===== config.mk =====
export PLATFORM = sky130hd
export DESIGN_NAME = spi_slv_engine
export DESIGN_NICKNAME = d
export VERILOG_FILES = /design/src/rtl/spi_slv_pkg.sv /design/src/rtl/spi_slv_sync.sv /design/src/rtl/spi_slv_seq.sv /design/src/rtl/spi_slv_shift.sv /design/src/rtl/spi_slv_engine.sv
export SDC_FILE = /design/constraint.sdc
export NUM_CORES = 1
export LEC_CHECK = 0
export BUFFER_PORTS_ARGS = -buffer_cell sky130_fd_sc_hd__buf_2
export CAP_MARGIN = 20
export CORE_ASPECT_RATIO = 0.9
export CORE_MARGIN = 5
export CORE_UTILIZATION = 40
export DETAILED_ROUTE_END_ITERATION = 7
export PLACE_DENSITY_LB_ADDON = 0.05
export SYNTH_ARGS = -nofsm -noshare
export SYNTH_HDL_FRONTEND = slang
export SYNTH_SLANG_ARGS = --single-unit

===== constraint.sdc =====
create_clock -name clk_i -period 4.4 [get_ports clk_i]
set_input_delay 0.88 -clock clk_i [delete_from_list [all_inputs] [get_ports clk_i]]
set_output_delay 0.88 -clock clk_i [all_outputs]
set_load 0.01 [all_outputs]

===== src/rtl/spi_slv_pkg.sv =====
package spi_slv_pkg;
  typedef struct packed {
    logic sck;
    logic ss_n;
    logic sdi;
  } spi_pins_t;

  localparam spi_pins_t PINS_IDLE = '{sck: 1'b0, ss_n: 1'b1, sdi: 1'b0};
endpackage


===== src/rtl/spi_slv_sync.sv =====
module spi_slv_sync #(
  parameter int             W       = 1,
  parameter int             STAGES  = 2,
  parameter logic [W-1:0]   RST_VAL = '0
) (
  input  logic         clk_i,
  input  logic         rst_ni,
  input  logic [W-1:0] d_i,
  output logic [W-1:0] q_o
);
  logic [W-1:0] stage_q [STAGES];

  for (genvar i = 0; i < STAGES; i++) begin : g_stage
    if (i == 0) begin : g_first
      always_ff @(posedge clk_i or negedge rst_ni)
        if (!rst_ni) stage_q[0] <= RST_VAL;
        else         stage_q[0] <= d_i;
    end else begin : g_next
      always_ff @(posedge clk_i or negedge rst_ni)
        if (!rst_ni) stage_q[i] <= RST_VAL;
        else         stage_q[i] <= stage_q[i-1];
    end
  end

  assign q_o = stage_q[STAGES-1];
endmodule


===== src/rtl/spi_slv_seq.sv =====
module spi_slv_seq #(
  parameter int DW = 16,
  parameter int HW = 8
) (
  input  logic clk_i,
  input  logic rst_ni,
  input  logic sck_s_i,
  input  logic ss_s_i,
  input  logic cpha_i,
  input  logic wide_i,
  output logic active_o,
  output logic load_o,
  output logic pop_o,
  output logic zero_o,
  output logic capture_o,
  output logic done_o
);
  localparam int CNT_W = $clog2(2*DW) + 1;
  localparam logic [CNT_W-1:0] EDGES_WIDE   = CNT_W'(2*DW);
  localparam logic [CNT_W-1:0] EDGES_NARROW = CNT_W'(2*HW);

  logic             sck_q, ss_q;
  logic [CNT_W-1:0] cnt_q, k, n_edges;
  logic             sck_edge, ss_fall, step, last_edge, sample_edge, launch, word_start;

  always_comb begin
    active_o    = ~ss_s_i;
    sck_edge    = sck_s_i ^ sck_q;
    ss_fall     = ss_q & ~ss_s_i;
    step        = active_o & ~ss_fall & sck_edge;
    k           = cnt_q + CNT_W'(1);           // 1-based index of this edge
    n_edges     = wide_i ? EDGES_WIDE : EDGES_NARROW;
    last_edge   = (k >= n_edges);
    sample_edge = k[0] ^ cpha_i;               // phase 0: odd edges sample
    capture_o   = step & sample_edge;
    launch      = step & ~sample_edge;
    done_o      = capture_o & (cpha_i ? last_edge : (k == n_edges - CNT_W'(1)));
    word_start  = cpha_i ? (k == CNT_W'(1)) : last_edge;
    load_o      = (ss_fall & ~cpha_i) | (launch & word_start);
    pop_o       = launch & ~word_start;
    zero_o      = ss_fall & cpha_i;
  end

  always_ff @(posedge clk_i or negedge rst_ni) begin
    if (!rst_ni) begin
      sck_q <= 1'b0;
      ss_q  <= 1'b1;
      cnt_q <= '0;
    end else begin
      sck_q <= sck_s_i;
      ss_q  <= ss_s_i;
      if (!active_o || ss_fall) cnt_q <= '0;
      else if (step)            cnt_q <= last_edge ? '0 : k;
    end
  end
endmodule


===== src/rtl/spi_slv_shift.sv =====
module spi_slv_shift #(
  parameter int DW = 16,
  parameter int HW = 8
) (
  input  logic          clk_i,
  input  logic          rst_ni,
  input  logic          wide_i,
  input  logic          lsb_first_i,
  input  logic [DW-1:0] tx_word_i,
  input  logic          sdi_s_i,
  input  logic          active_i,
  input  logic          load_i,
  input  logic          pop_i,
  input  logic          zero_i,
  input  logic          capture_i,
  input  logic          done_i,
  input  logic          rx_clr_i,
  output logic          sdo_o,
  output logic          sdo_oe_o,
  output logic [DW-1:0] rx_word_o,
  output logic          rx_full_o
);
  localparam int PAD = DW - HW;

  logic [DW-1:0] tx_q, tx_src, rx_q, rx_next, rx_fmt;
  logic          sdo_q, oe_q, head;

  always_comb begin
    tx_src  = load_i ? (wide_i ? tx_word_i : {{PAD{1'b0}}, tx_word_i[HW-1:0]}) : tx_q;
    head    = lsb_first_i ? tx_src[0] : (wide_i ? tx_src[DW-1] : tx_src[HW-1]);
    rx_next = lsb_first_i ? {sdi_s_i, rx_q[DW-1:1]} : {rx_q[DW-2:0], sdi_s_i};
    if (wide_i)           rx_fmt = rx_next;
    else if (lsb_first_i) rx_fmt = {{PAD{1'b0}}, rx_next[DW-1 -: HW]};
    else                  rx_fmt = {{PAD{1'b0}}, rx_next[HW-1:0]};
  end

  always_ff @(posedge clk_i or negedge rst_ni) begin
    if (!rst_ni) begin
      tx_q      <= '0;
      sdo_q     <= 1'b0;
      oe_q      <= 1'b0;
      rx_q      <= '0;
      rx_word_o <= '0;
      rx_full_o <= 1'b0;
    end else begin
      oe_q <= active_i;
      if (zero_i) begin
        sdo_q <= 1'b0;
      end else if (load_i || pop_i) begin
        sdo_q <= head;
        tx_q  <= lsb_first_i ? (tx_src >> 1) : (tx_src << 1);
      end
      if (capture_i) rx_q <= rx_next;
      if (done_i) begin
        rx_word_o <= rx_fmt;
        rx_full_o <= 1'b1;
      end else if (rx_clr_i) begin
        rx_full_o <= 1'b0;
      end
    end
  end

  assign sdo_oe_o = oe_q;
  assign sdo_o    = oe_q & sdo_q;

  p_set_on_done_r7: assert property (@(posedge clk_i) disable iff (!rst_ni)
    done_i |=> rx_full_o);
  p_full_held_r8: assert property (@(posedge clk_i) disable iff (!rst_ni)
    rx_full_o && !rx_clr_i |=> rx_full_o);
  p_narrow_high_zero_r9: assert property (@(posedge clk_i) disable iff (!rst_ni)
    done_i && !wide_i |=> rx_word_o[DW-1:HW] == '0);
endmodule


===== src/rtl/spi_slv_engine.sv =====
module spi_slv_engine
  import spi_slv_pkg::*;
#(
  parameter int DW = 16,
  parameter int HW = 8,
  parameter int SYNC_STAGES = 2
) (
  input  logic          clk_i,
  input  logic          rst_ni,
  input  logic          sck_i,
  input  logic          ss_ni,
  input  logic          sdi_i,
  output logic          sdo_o,
  output logic          sdo_oe_o,
  input  logic          cpha_i,
  input  logic          lsb_first_i,
  input  logic          wide_i,
  input  logic [DW-1:0] tx_word_i,
  output logic [DW-1:0] rx_word_o,
  output logic          rx_full_o,
  input  logic          rx_clr_i
);
  spi_pins_t pins_raw, pins_s;
  logic      active, load, pop, zero, capture, done;

  assign pins_raw = '{sck: sck_i, ss_n: ss_ni, sdi: sdi_i};

  spi_slv_sync #(.W(3), .STAGES(SYNC_STAGES), .RST_VAL(PINS_IDLE)) u_sync (
    .clk_i  (clk_i),
    .rst_ni (rst_ni),
    .d_i    (pins_raw),
    .q_o    (pins_s)
  );

  spi_slv_seq #(.DW(DW), .HW(HW)) u_seq (
    .clk_i     (clk_i),
    .rst_ni    (rst_ni),
    .sck_s_i   (pins_s.sck),
    .ss_s_i    (pins_s.ss_n),
    .cpha_i    (cpha_i),
    .wide_i    (wide_i),
    .active_o  (active),
    .load_o    (load),
    .pop_o     (pop),
    .zero_o    (zero),
    .capture_o (capture),
    .done_o    (done)
  );

  spi_slv_shift #(.DW(DW), .HW(HW)) u_shift (
    .clk_i       (clk_i),
    .rst_ni      (rst_ni),
    .wide_i      (wide_i),
    .lsb_first_i (lsb_first_i),
    .tx_word_i   (tx_word_i),
    .sdi_s_i     (pins_s.sdi),
    .active_i    (active),
    .load_i      (load),
    .pop_i       (pop),
    .zero_i      (zero),
    .capture_i   (capture),
    .done_i      (done),
    .rx_clr_i    (rx_clr_i),
    .sdo_o       (sdo_o),
    .sdo_oe_o    (sdo_oe_o),
    .rx_word_o   (rx_word_o),
    .rx_full_o   (rx_full_o)
  );

  // deselect seen by the engine silences the pin on the next cycle
  p_quiet_when_idle_r10: assert property (@(posedge clk_i) disable iff (!rst_ni)
    pins_s.ss_n |=> !sdo_oe_o && !sdo_o);
endmodule


==> results.md, run 1 <==
* HPWL Detailed at 5360 um
* Overall fraction of global-route tracks in use at around 16%
* Critical path class: primary input to flip-flop
* Global-route wire length before repair at 12900 um
* Core region area at approximately 8500 um^2
* Utilization after layout at 46.1%
* Setup WS pre-CTS at 0.737 ns
* Leading cell type in the layout, fill and taps excluded: sky130_fd_sc_hd__dfrtp_1
* Final sum of negative setup slack at 0 ns
* Number of antenna violations at the first check in global routing at 0
* Worst skew pair latency at 0.35 ns
* Largest fanout on the critical path at 19
* Width of the chip at 108 um
* Final Max Slew Viols at 0
* Number of top-level pins at 44
* Vias in the first global route at 2581
* Part of the total power dissipated in sequential elements at around 47%
* Signal arrival time at the worst endpoint at between 3 and 4 ns
* Layout Cells excl Fill at a little under 500
* Initial Util at 40.5%
* Vias post-DR at 2460
* Flip-flop cell with the highest count after synthesis: sky130_fd_sc_hd__dfrtp_1
* Largest net degree at the start of global routing at 42
* Diodes inserted at 0
* LEAKAGE at 0.00190 uW
* Tightest hold margin at 0.352 ns
* Number of instances in the synthesized netlist at 328
* Hold/Removal Path Class: flip-flop to flip-flop
* Count of final hold-check violations at 0
* Syn_nets at 357
* Net switching power at 440 uW
* Total clock sinks at 65
* Final setup violating endpoints at 0
* Worst clock skew on the final layout at 0.00846 ns
* Number of flip-flops and latches in the synthesized netlist at 65
* Register area at 1630 um^2
* Clock-pin transition on the worst setup and hold timing paths at 0.08 ns
* Count of fill cells added during filler insertion at 835
* Number of rows created at floorplan at 32
* Longest Clk Path Bufs at 2
* Power Dens Cells at 395 nW/um^2
* Hold_buf cts at 0
* Final critical-path setup slack at between 1 and 1.5 ns
* Unique masters post-synth at 46
* Relative slew margins at 40.4%
* Number of buffers added by the clock tree synthesis step at 9
* Share of power burned in the clock network at between 30% and 40%
* Placed Cells at between 400 and 500
* Total wirelength of the detailed-routed design at approximately 7600 um
* Seq/Total Area, Yosys at 47.4%
* Leading cell types in the layout, fill and taps excluded: sky130_fd_sc_hd__dfrtp_1, sky130_fd_sc_hd__nand2_1, sky130_fd_sc_hd__buf_2, sky130_fd_sc_hd__mux2i_1, sky130_fd_sc_hd__nor2_1
* Routed length per instance at about 16 um
* Root cell of the clock tree: sky130_fd_sc_hd__clkbuf_8
* Switching power as a share of total power at 28.5%
* Count of flip-flops with a built-in enable after synthesis at 0
* Starting DRC count in detailed routing at 67
* Fmax at 0.303 GHz
* Number of buffers inserted to repair setup after CTS at 0
* Die Outline Area at roughly 11000 um^2
* Remaining antenna violation count at 0
* # H-tree levels at 3
* Outcome: finished, final reports clean
* Synth async-reset ratio at 100%
* Slew at the pin with the worst max-slew slack at 0.894 ns
* Critical Path Start Type: primary input
* Final layout net count at 393
* Share of layout cells above drive strength 1 at a little under a quarter
* Critical Path End Type: flip-flop
* Post-route DRC at 0
* Remaining Overflow, GRT at 0
* Yosys warning total at 0
* Data required time of the worst path at ~4.6 ns
* Final worst-path cycle share at 75.1%
* Area of the mapped netlist at roughly 3400 um^2
* Internal Power at 1100 uW
* Highest ir drop seen on vdd at approximately 0.16 mV
* Quantity of gates resized following cts at 0
* Unrepaired setup endpoints after global routing: false
* Drt first pass iters at 4
* Total of max-cap violations at 0
* Area used by multi-input combinational logic at 1630 um^2
* Height of the die at 97.9 um
* Final worst path period need at 3.30 ns
* Last weighted congestion value of the routability-driven placer at between 0.7 and 0.8
* Logic pwr share at between 10% and 20%
* Port bufs at between 40 and 50
* Post-synthesis to final-layout area growth at 13.9%
* Synth Area per Inst at 10.5 um^2
* Post-DR vias/cell at 5.04
* TritonCTS clock tree: built
-- cell families (layout without fill, tap and decap cells) --
group / Yosys count / in the layout / share of synthesized area, %
fa+ha+maj: 4 / 4 / 1.46
compound gates: 62 / 62 / 12.1
buf+inv: 32 / 73 / 5.31
xor+xnor: 7 / 7 / 2.55
simple gates: 99 / 99 / 13.3
flops: 65 / 65 / 47.4
mux: 59 / 59 / 17.8
-- final cells by class --
type | count | share of cell area (%)
multi-input combinational | 231 | 41.7
timing repair buffer | 46 | 6.07
clock inverter | 7 | 2.56
sequential | 65 | 41.7
inverter | 11 | 1.05
clock buffer | 9 | 3.16
tap | 119 | 3.80
-- Yosys cell counts (2+ instances only) --
library cell / count / area [um^2]
sky130_fd_sc_hd__a211oi_2: 2 / 25.0
sky130_fd_sc_hd__nor2_1: 24 / 90.1
sky130_fd_sc_hd__nor2b_1: 2 / 12.5
sky130_fd_sc_hd__ha_1: 4 / 50.1
sky130_fd_sc_hd__dfrtp_1: 62 / 1550
sky130_fd_sc_hd__clkbuf_8: 2 / 27.5
sky130_fd_sc_hd__and2_1: 8 / 50.1
sky130_fd_sc_hd__nand2_1: 43 / 161
sky130_fd_sc_hd__nand4_1: 2 / 12.5
sky130_fd_sc_hd__nor3b_1: 2 / 15.0
sky130_fd_sc_hd__a21oi_1: 11 / 55.1
sky130_fd_sc_hd__nand3_1: 6 / 30.0
sky130_fd_sc_hd__buf_6: 3 / 33.8
sky130_fd_sc_hd__o221ai_1: 14 / 123
sky130_fd_sc_hd__buf_2: 3 / 15.0
sky130_fd_sc_hd__nor3_1: 4 / 20.0
sky130_fd_sc_hd__dfstp_2: 3 / 78.8
sky130_fd_sc_hd__xor2_1: 2 / 17.5
sky130_fd_sc_hd__clkbuf_1: 11 / 41.3
sky130_fd_sc_hd__o21ai_1: 2 / 10.0
sky130_fd_sc_hd__mux2_2: 14 / 158
sky130_fd_sc_hd__o21ai_0: 23 / 115
sky130_fd_sc_hd__xnor2_1: 3 / 26.3
sky130_fd_sc_hd__or3_1: 2 / 12.5
sky130_fd_sc_hd__mux2i_1: 42 / 420
sky130_fd_sc_hd__nand3b_1: 2 / 15.0
sky130_fd_sc_hd__inv_1: 11 / 41.3
sky130_fd_sc_hd__mux2_1: 3 / 33.8
-- power groups by stage --
stage          sequential (uW)  clock, uW  combinational, uW
2_1_floorplan              727          0                170
3_3_place_gp               739          0                237
3_5_place_dp               738          0                242
4_1_cts                    727        604                242
5_1_grt                    737        625                276
6_report                   726        580                238
-- registers in the layout, summed over array words and instances, names as in the netlist --
name and cells:
u_shift.rx_q 16, u_shift.rx_word_o 16, u_shift.tx_q 16, u_seq.cnt_q 6
u_sync.q_o 3, u_sync.stage_q 3, u_seq.sck_q 1, u_seq.ss_q 1
u_shift.rx_full_o 1, u_shift.sdo_oe_o 1, u_shift.sdo_q 1
-- worst paths after layout --
check	end	slack [ns]	start	cells past startpoint
worst max-delay path	u_shift.tx_q[10]	1.10	wide_i	9
worst min-delay path	u_sync.q_o[1]	0.35	u_sync.stage_q[4]	0
worst max register to register	u_shift.tx_q[10]	1.27	u_seq.cnt_q[3]	11
worst min register to register	u_sync.q_o[1]	0.35	u_sync.stage_q[4]	0
max in group asynchronous	u_shift.rx_word_o[13]	2.85	rst_ni	2
min in group asynchronous	u_sync.stage_q[3]	0.65	rst_ni	1
-- per-layer routing --
metal,track usage [%],vias to the layer above,routed length (um)
li1,-,1222,-
met4,4.37,0,67
met1,20.2,1188,3530
met3,5.16,10,283
met5,0,-,0
met2,25.0,40,3720
-- stage by stage --
| stage | total power [uW] | instance area, um^2 |
|---|---|---|
| after floorplan | 897 | 3440 |
| after global placement | 976 | 3690 |
| after detailed placement | 980 | 3690 |
| after CTS | 1570 | 3910 |
| after global routing | 1640 | 3910 |
| final | 1540 | 3910 |
-- critical path, cell delays in order --
cell                       delay (ns)
sky130_fd_sc_hd__buf_2           0.36
sky130_fd_sc_hd__inv_1           0.32
sky130_fd_sc_hd__ha_1            0.38
sky130_fd_sc_hd__o21ai_0         0.21
sky130_fd_sc_hd__a211oi_2        0.07
sky130_fd_sc_hd__a211oi_4        0.51
sky130_fd_sc_hd__buf_4           0.33
sky130_fd_sc_hd__mux2i_1         0.27
sky130_fd_sc_hd__o221ai_1        0.16
No activity file was read; power rests on OpenSTA's default activity.
==> inputs of run 2 (changes only) <==
Clock period 4.4 ns to 3 ns, I/O delays scaled along.
==> run 2 against run 1 <==
Compared with the run above: sequential share of layout area shrank 0.51 points; utilization up 0.60 points; worst setup slack lost 0.75 ns; largest power group unchanged.
==> results.md, run 2 (synthesis results as in run 1) <==
* Outcome: finished, final reports clean
* Switching power as a share of total power at 27.5% (-0.92 points)
* LEAKAGE at 0.00193 uW (+1.7%)
* Layout Cells excl Fill at 496 (+1.6%)
* Worst clock skew on the final layout at 0.00917 ns (+0.000709 ns)
* Placed cell areas at 3770 um^2 (+2.3%)
* Critical Path End Type: flip-flop
* Internal Power at 1560 uW (+41%)
* Longest Clk Path Bufs at 2 (unchanged)
* Post-DR vias/cell at 5.03 (-0.21%)
* Height of the die at 97.9 um (unchanged)
* Post-route DRC at 0 (unchanged)
* Vias post-DR at 2495 (+1.4%)
* Global-route wire length before repair at 12800 um (-0.90%)
* Total clock sinks at 65 (unchanged)
* Initial Util at 40.5% (unchanged)
* Routed length per instance at 15.1 um (-3.1%)
* Utilization after layout at 46.7% (+0.60 points)
* Unrepaired setup endpoints after global routing: false
* Area used by multi-input combinational logic at 1630 um^2 (unchanged)
* Total wirelength of the detailed-routed design at 7490 um (-1.5%)
* Share of power burned in the clock network at 33.8% (-3.7 points)
* Leading cell types in the layout, fill and taps excluded: sky130_fd_sc_hd__dfrtp_1, sky130_fd_sc_hd__nand2_1, sky130_fd_sc_hd__buf_2, sky130_fd_sc_hd__mux2i_1, sky130_fd_sc_hd__nor2_1
* Diodes inserted at 0 (unchanged)
* Number of rows created at floorplan at 32 (unchanged)
* Top Registers: u_shift.rx_q: 16 flops, u_shift.rx_word_o: 16 flops, u_shift.tx_q: 16 flops
* Finished layout cell area at 3970 um^2 (+1.3%)
* Met1 Resource Use GR at 20.7% (+0.55 points)
* TritonCTS clock tree: built
* Share of layout cells above drive strength 1 at 24.9% (+1.1 points)
* Vias in the first global route at 2528 (-2.1%)
* Port bufs at 43 (unchanged)
* Drt first pass iters at 4 (unchanged)
* Clock-pin transition on the worst setup and hold timing paths at 0.07 ns (about the same)
* Starting DRC count in detailed routing at 84 (+25%)
* Total of max-cap violations at 0 (unchanged)
* Final sum of negative setup slack at 0 ns (unchanged)
* Core region area at 8490 um^2 (unchanged)
* Signal arrival time at the worst endpoint at 2.90 ns (-0.60 ns)
* Layer with the highest usage after global routing: met2
* Largest fanout on the critical path at 18 (-1)
* Number of buffers added by the clock tree synthesis step at 9 (unchanged)
* Final worst-path cycle share at 88.6%
* Hold/Removal Path Class: primary input to async pin
* HPWL Detailed at 5230 um (-2.4%)
* Total power after layout at 2150 uW (+39%)
* Critical path class: flip-flop to flip-flop
* Net switching power at 593 uW (+35%)
* Final Max Slew Viols at 0 (unchanged)
* Final setup violating endpoints at 0 (unchanged)
* Final layout net count at 401 (+2.0%)
* Final worst path period need at 2.66 ns
* Overall fraction of global-route tracks in use at 15.1% (-0.44 points)
* Largest net degree at the start of global routing at 37 (-12%)
* Met3 demand-to-capacity share in global routing at 3.50% (-1.7 points)
* Last weighted congestion value of the routability-driven placer at 0.778 (-1.7%)
* Worst skew pair latency at 0.33 ns (-0.02 ns)
* Logic pwr share at 16.9% (+1.5 points)
* Critical Path Start Type: flip-flop
* Number of antenna violations at the first check in global routing at 0 (unchanged)
* Width of the chip at 108 um (unchanged)
* Part of the total power dissipated in sequential elements at 49.3% (+2.3 points)
* Count of final hold-check violations at 0 (unchanged)
* Placed Cells at 480 (+1.7%)
* Leading cell type in the layout, fill and taps excluded: sky130_fd_sc_hd__dfrtp_1
* Met2 track demand over resource at 23.8% (-1.2 points)
* Root cell of the clock tree: sky130_fd_sc_hd__clkbuf_8
* Slew at the pin with the worst max-slew slack at 0.803 ns (-0.0909 ns)
* Number of top-level pins at 44 (unchanged)
* Data required time of the worst path at 3.24 ns (-1.36 ns)
* Remaining antenna violation count at 0 (unchanged)
* Count of fill cells added during filler insertion at 857 (+2.6%)
* Relative slew margins at 46.0% (+5.6 points)
* Fmax at 0.376 GHz
* Highest ir drop seen on vdd at 0.222 mV (+41%)
* Power Dens Cells at 543 nW/um^2 (+38%)
* Post-synthesis to final-layout area growth at 15.4%
* Die Outline Area at 10500 um^2 (unchanged)
* Number of buffers inserted to repair setup after CTS at 0 (unchanged)
* Remaining Overflow, GRT at 0 (unchanged)
* Register area at 1630 um^2 (about the same)
* # H-tree levels at 3 (unchanged)
run 2: cell count changes in the layout (fill, tap and decap cells not counted), sizes merged:
cell,before,now
buf,46,54
clkbuf,9,13
inv,14,11
bufinv,2,1
run 2: area by class of cell:
class | count | area share (%)
clock buffer | 13 | 3.76
tap | 119 | 3.76
sequential | 65 | 41.1
multi-input combinational | 231 | 41.1
inverter | 11 | 1.04
clock inverter | 3 | 1.01
timing repair buffer | 54 | 8.14
run 2: power by group through the flow:
stage          registers (uW)  logic (uW)  clock network (uW)
3_5_place_dp             1080         369                   0
4_1_cts                  1060         370                 766
6_report                 1060         364                 727
5_1_grt                  1080         414                 789
2_1_floorplan            1070         250                   0
3_3_place_gp             1080         365                   0
run 2: final timing paths:
check | startpoint | end | slack (ns) | cells after the start
min in group clk_i | u_sync.stage_q[4] | u_sync.q_o[1] | 0.36 | 0
worst max register to register | u_seq.cnt_q[3] | u_shift.tx_q[14] | 0.34 | 11
worst min-delay path | rst_ni | u_sync.q_o[0] | 0.31 | 1
max in group asynchronous | rst_ni | u_sync.q_o[1] | 1.99 | 2
worst min register to register | u_sync.stage_q[4] | u_sync.q_o[1] | 0.36 | 0
worst max-delay path | u_seq.cnt_q[3] | u_shift.tx_q[14] | 0.34 | 11
run 2: repair_timing:
item / 4_1_cts / 5_1_grt
setup endpoints to repair: 0 / 9
resized for setup: 0 / 1
hold buffers: 0 / 0
run 2: per-layer routing:
layer	up-vias	routed length (um)	share of wire, %
met5	-	0	0
met4	0	77	1.0
met3	8	236	3.2
met2	44	3600	48
met1	1206	3570	48
li1	1237	-	-
run 2: stage by stage:
step	setup slack (ns)	hold slack, ns
2_1_floorplan	0.362	0.304
3_3_place_gp	0.307	0.334
3_5_place_dp	0.274	0.345
4_1_cts	0.256	0.316
5_1_grt	0.0219	0.348
6_report	0.343	0.311
run 2: worst max-delay path: stages (launching register included):
cell	delay [ns]
sky130_fd_sc_hd__dfrtp_2	0.47
sky130_fd_sc_hd__nand3_1	0.12
sky130_fd_sc_hd__nor2_1	0.14
sky130_fd_sc_hd__xnor2_1	0.18
sky130_fd_sc_hd__inv_1	0.09
sky130_fd_sc_hd__ha_1	0.29
sky130_fd_sc_hd__o21ai_0	0.20
sky130_fd_sc_hd__a211oi_2	0.07
sky130_fd_sc_hd__a211oi_4	0.25
sky130_fd_sc_hd__buf_12	0.21
sky130_fd_sc_hd__mux2_2	0.35
sky130_fd_sc_hd__o221ai_1	0.19
